### src/rtl/bitRepGbxPkg.sv
package bitRepGbxPkg;

  // Frame-boundary strobes from control to datapath
  typedef struct packed {
    logic frameEnd;  // last word of the current frame is on the output
    logic takeSym;   // load the offered symbol for the next frame
    logic takeIdle;  // load the idle symbol for the next frame
  } gbxStrobes_t;

endpackage

### src/rtl/gbxCtrl.sv
module gbxCtrl
  import bitRepGbxPkg::*;
#(
  parameter int NUM_SLICES = 5,
  parameter int CNT_W      = 3
) (
  input  logic             clk,
  input  logic             rst,
  input  logic             symValid,
  output logic             symReady,
  output logic [CNT_W-1:0] sliceCnt,
  output gbxStrobes_t      strobes
);

  localparam logic [CNT_W-1:0] LAST = CNT_W'(NUM_SLICES - 1);

  logic lastSlice;
  assign lastSlice = (sliceCnt == LAST);

  always_ff @(posedge clk) begin
    if (rst)            sliceCnt <= '0;
    else if (lastSlice) sliceCnt <= '0;
    else                sliceCnt <= sliceCnt + 1'b1;
  end

  assign symReady         = lastSlice;
  assign strobes.frameEnd = lastSlice;
  assign strobes.takeSym  = lastSlice & symValid;
  assign strobes.takeIdle = lastSlice & ~symValid;

  AST_CNT_BOUND: assert property (@(posedge clk) disable iff (rst)
    sliceCnt <= LAST);
  AST_CNT_STEP: assert property (@(posedge clk) disable iff (rst)
    (sliceCnt != LAST) |=> (sliceCnt == $past(sliceCnt) + 1'b1));
  AST_CNT_WRAP: assert property (@(posedge clk) disable iff (rst)
    (sliceCnt == LAST) |=> (sliceCnt == '0));

  generate
    if (NUM_SLICES > 1) begin : g_spacing
      AST_READY_SPACING: assert property (@(posedge clk) disable iff (rst)
        symReady |=> !symReady);
    end
  endgenerate

endmodule

### src/rtl/gbxDatapath.sv
module gbxDatapath
  import bitRepGbxPkg::*;
#(
  parameter int               SYM_W    = 10,
  parameter int               REP      = 10,
  parameter int               OUT_W    = 20,
  parameter int               CNT_W    = 3,
  parameter logic [SYM_W-1:0] IDLE_SYM = 10'b0101111100
) (
  input  logic             clk,
  input  logic             rst,
  input  logic [SYM_W-1:0] symData,
  input  gbxStrobes_t      strobes,
  input  logic [CNT_W-1:0] sliceCnt,
  output logic [OUT_W-1:0] txWord
);

  localparam int EXP_W = SYM_W * REP;

  logic [SYM_W-1:0] curSym;
  logic [EXP_W-1:0] expanded;

  always_ff @(posedge clk) begin
    if (rst)                   curSym <= IDLE_SYM;
    else if (strobes.takeSym)  curSym <= symData;
    else if (strobes.takeIdle) curSym <= IDLE_SYM;
  end

  // Every symbol bit fans out to REP adjacent frame bits
  generate
    for (genvar b = 0; b < SYM_W; b++) begin : g_bit
      for (genvar r = 0; r < REP; r++) begin : g_rep
        assign expanded[b*REP + r] = curSym[b];
      end
    end
  endgenerate

  assign txWord = expanded[int'(sliceCnt)*OUT_W +: OUT_W];

  AST_HOLD_SYM: assert property (@(posedge clk) disable iff (rst)
    !strobes.frameEnd |=> $stable(curSym));
  AST_LOAD_SYM: assert property (@(posedge clk) disable iff (rst)
    strobes.takeSym |=> (curSym == $past(symData)));
  AST_LOAD_IDLE: assert property (@(posedge clk) disable iff (rst)
    strobes.takeIdle |=> (curSym == IDLE_SYM));
  AST_RESET_IDLE: assert property (@(posedge clk)
    rst |=> (curSym == IDLE_SYM));

endmodule

### src/rtl/bitRepTxGearbox.sv
module bitRepTxGearbox
  import bitRepGbxPkg::*;
#(
  parameter int               SYM_W      = 10,
  parameter int               REP        = 10,
  parameter int               OUT_W      = 20,
  parameter int               NUM_SLICES = 5,
  parameter logic [SYM_W-1:0] IDLE_SYM   = 10'b0101111100
) (
  input  logic             clk,
  input  logic             rst,
  input  logic             symValid,
  output logic             symReady,
  input  logic [SYM_W-1:0] symData,
  output logic [OUT_W-1:0] txWord
);

  localparam int CNT_W = (NUM_SLICES > 1) ? $clog2(NUM_SLICES) : 1;

  generate
    if (NUM_SLICES * OUT_W != SYM_W * REP) begin : g_badParams
      $error("bitRepTxGearbox: NUM_SLICES*OUT_W must equal SYM_W*REP");
    end
  endgenerate

  gbxStrobes_t      strobes;
  logic [CNT_W-1:0] sliceCnt;

  gbxCtrl #(
    .NUM_SLICES(NUM_SLICES),
    .CNT_W     (CNT_W)
  ) ctrl_i (
    .clk      (clk),
    .rst      (rst),
    .symValid (symValid),
    .symReady (symReady),
    .sliceCnt (sliceCnt),
    .strobes  (strobes)
  );

  gbxDatapath #(
    .SYM_W   (SYM_W),
    .REP     (REP),
    .OUT_W   (OUT_W),
    .CNT_W   (CNT_W),
    .IDLE_SYM(IDLE_SYM)
  ) dp_i (
    .clk      (clk),
    .rst      (rst),
    .symData  (symData),
    .strobes  (strobes),
    .sliceCnt (sliceCnt),
    .txWord   (txWord)
  );

endmodule

### config.mk
export PLATFORM = sky130hd
export DESIGN_NAME = bitRepTxGearbox
export DESIGN_NICKNAME = d
export VERILOG_FILES = /design/src/rtl/bitRepGbxPkg.sv /design/src/rtl/gbxCtrl.sv /design/src/rtl/gbxDatapath.sv /design/src/rtl/bitRepTxGearbox.sv
export SDC_FILE = /design/constraint.sdc
export NUM_CORES = 1
export LEC_CHECK = 0
export ABC_AREA = 0
export CORE_ASPECT_RATIO = 0.75
export CORE_MARGIN = 2
export CORE_UTILIZATION = 33
export CTS_CLUSTER_DIAMETER = 30
export DETAILED_ROUTE_END_ITERATION = 16
export GPL_TIMING_DRIVEN = 0
export PLACE_DENSITY = 0.67
export SLEW_MARGIN = 5
export SYNTH_ARGS = -nofsm -noshare
export SYNTH_HDL_FRONTEND = slang
export SYNTH_SLANG_ARGS = --single-unit
### constraint.sdc
create_clock -name clk -period 5.2 [get_ports clk]
set_input_delay 1.56 -clock clk [delete_from_list [all_inputs] [get_ports clk]]
set_output_delay 1.56 -clock clk [all_outputs]
set_load 0.005 [all_outputs]
==> out/qor.yml <==
status: "finished clean"
clock_sinks: 13
power.density_nw_per_um2: 302.7
grt_max_degree: 11
post_cts_buffers: 0
internal_power_mw: 0.2449
vias: 551
worstSetupEndpoint: "txWord[17]"
cts_buffer_depth: 2
setup_tns_ns: 0
max_freq_mhz: 262.2
insertion_delay_ns: 0.27
worstSetupPathType: "reg -> out"
die_h_um: 43.37
arrival_ns: 2.25
setup_slack_ns: 1.386
setup_viol: 0
antenna_found_initial: 0
max-slew-margin-rel_pct: 57.88
crit_start: "ctrl_i.sliceCnt[1]"
drtPass1Iterations: 4
min_path_type: "reg -> reg"
diodes: 0
r2r_cells: 6
synthesis.area_um2: 681.9
viasPerCell: 4.238
gr-usage-all-layers_pct: 11.71
rr_startpoint: "ctrl_i.sliceCnt[0]"
rrSetupSlack_ns: 3.62
comb_power_share_pct: 48.2
cts_resized: 0
drive_above_1_share_pct: 22.64
skew_ns: 0.003685
cts_tree: "done"
cts_root_buf: "clkbuf_4"
gr-total-overflow: 0
numCtsBuffers: 3
syn_nets: 84
drt.antenna.violating_nets: 0
p_sw_mw: 0.07856
crit_path_max_incr_delay_ns: 0.52
avgSynthCellArea_um2: 9.883
period_share_pct: 73.35
areaGrowthSynthToFinish_pct: 56.70
worstReg2RegEnd: "dp_i.curSym[8]"
max-vdd-ir-drop_mv: 0.1583
finalMaxSlewViolations: 0
clkPwrFrac_pct: 18.7
die_w_um: 56.49
dieArea_um2: 2450
start_kind: "register"
slowest_stage: "o22ai_1"
fin_nets: 122
grt_pass1_vias: 500
avgRoutedWirePerCell_um: 9.838
fillers: 188
drv_cap: 0
seqPwrFrac_pct: 33.1
switching_share_pct: 24.29
yosysSeqAreaShare_pct: 38.17
io_pins: 34
drtIter0Drc: 14
htreeDepth: 1
route.detailed.drc: 0
cts-hold-fix-buffers: 0
cp.depth: 6
endpoint_kind: "output port"
core-area_um2: 1979
worstPathCellList: "buf_2 > mux2_1 > a22oi_1 > o22ai_1 > buf_4 > clkdlybuf4s50_1"
rows: 14
synthDistinctLibCells: 24
dpl.hpwl_um: 1077
whs_ns: 0.4839
place_congestion: 0.7006
critPathBufInv: 3
power_leakage_nw: 0.4498
grt_pass1_wl_um: 2201
ys_seq_elements: 13
yosysWarnings: 0
wl_um: 1279
power_mw: 0.3234
rsz0062_at_grt: "false"
fin_crit_ns: 3.814
crit_required_ns: 3.64
worstMarginPinSlew_ns: 0.6318
initial_utilization_pct: 34.45
port_buffers: 33
clkSlewWorstSetupHoldPaths_ns: 0.08
hold_violations: 0
cp_max_fo: 10
path_delay_family: "buffers and inverters"
dp_slack_ns: 1.650
syn_inst: 69
[metal layers]
metal  part of all wire, %  up-vias  GRT usage, %
met5                     0        -             0
met3                   5.7        0         3.582
met4                     0        0         4.286
met2                    46       16         18.37
li1                      -      298             -
met1                    48      237         15.40
[per-stage QoR]
stage / instances / cell area [µm²] / util, %
6_report: 130 / 1069 / 53.98
3_5_place_dp: 126 / 1042 / 52.65
2_1_floorplan: 69 / 681.9 / -
5_1_grt: 130 / 1069 / 53.98
4_1_cts: 130 / 1069 / 53.98
3_3_place_gp: 126 / 1042 / 52.65
[layout by cell type, fill, tap and decap left out]
cell type | netlist | layout
buf_4 | 18 | 18
a22o_1 | 4 | 4
nand3b_1 | 1 | 1
dfxtp_1 | 13 | 13
a2bb2oi_1 | 1 | 1
nor2_1 | 4 | 4
clkbuf_4 | 0 | 3
o22ai_1 | 1 | 1
mux2i_1 | 2 | 2
clkdlybuf4s50_1 | 0 | 33
buf_2 | 1 | 1
ha_1 | 2 | 2
clkbuf_1 | 0 | 1
nand2_1 | 1 | 1
o22a_1 | 6 | 6
a211o_1 | 1 | 1
inv_1 | 2 | 2
and3b_1 | 1 | 1
mux2_1 | 1 | 1
and2_4 | 1 | 1
a22oi_1 | 1 | 1
xnor2_1 | 1 | 1
or2_1 | 1 | 1
and2_1 | 1 | 1
nor2b_1 | 2 | 2
nor3_1 | 2 | 2
buf_6 | 1 | 1
[cell type report]
class / count / area [µm²] / area share (%)
Timing Repair Buffer: 33 / 330.3 / 30.91
Multi-Input combinational cell: 34 / 262.8 / 24.59
Sequential cell: 13 / 260.3 / 24.36
Buffer: 20 / 151.4 / 14.17
Tap cell: 24 / 30.03 / 2.810
Clock buffer: 4 / 26.28 / 2.459
Inverter: 2 / 7.507 / 0.7026
[how the worst min path moves through the flow]
stage	startpoint	to	slack, ns	cells after the start
after floorplan	dp_i.curSym[7]	dp_i.curSym[7]	0.45	1
after global placement	dp_i.curSym[8]	dp_i.curSym[8]	0.46	1
after detailed placement	dp_i.curSym[8]	dp_i.curSym[8]	0.47	1
after CTS	dp_i.curSym[8]	dp_i.curSym[8]	0.49	1
after global routing	dp_i.curSym[8]	dp_i.curSym[8]	0.51	1
final	dp_i.curSym[4]	dp_i.curSym[4]	0.48	1
[state kept, by name (all words and copies together), names as in the netlist]
signal           cells
dp_i.curSym         10
ctrl_i.sliceCnt      3
[Yosys cell counts]
cell       instances  share of area (%)
a211o_1            1                1.3
a22o_1             4                5.1
a22oi_1            1                1.1
a2bb2oi_1          1                1.3
and2_1             1               0.92
and2_4             1                1.3
and3b_1            1                1.3
buf_2              1               0.73
buf_4             18                 20
buf_6              1                1.7
dfxtp_1           13                 38
ha_1               2                3.7
inv_1              2                1.1
mux2_1             1                1.7
mux2i_1            2                2.9
nand2_1            1               0.55
nand3b_1           1                1.1
nor2_1             4                2.2
nor2b_1            2                1.8
nor3_1             2                1.5
o22a_1             6                7.7
o22ai_1            1               0.92
or2_1              1               0.92
xnor2_1            1                1.3
[cell families after synthesis]
group,after synthesis,synth area share (%)
XOR/XNOR,1,1.285
flip-flops,13,38.17
adder cells (fa/ha/maj),2,3.669
buffers and inverters,22,23.30
AO/OA/AOI/OAI,14,17.43
AND/OR/NAND/NOR,14,11.56
multiplexers,3,4.587
[power groups by stage]
| stage | Combinational, mW | Sequential (mW) | Clock [mW] |
|---|---|---|---|
| 6_report | 0.156 | 0.107 | 0.0605 |
| 5_1_grt | 0.168 | 0.108 | 0.0693 |
| 4_1_cts | 0.158 | 0.107 | 0.0634 |
| 3_5_place_dp | 0.158 | 0.109 | 0 |
| 3_3_place_gp | 0.155 | 0.109 | 0 |
| 2_1_floorplan | 0.0763 | 0.108 | 0 |
Power figures use the tool's default switching activity.
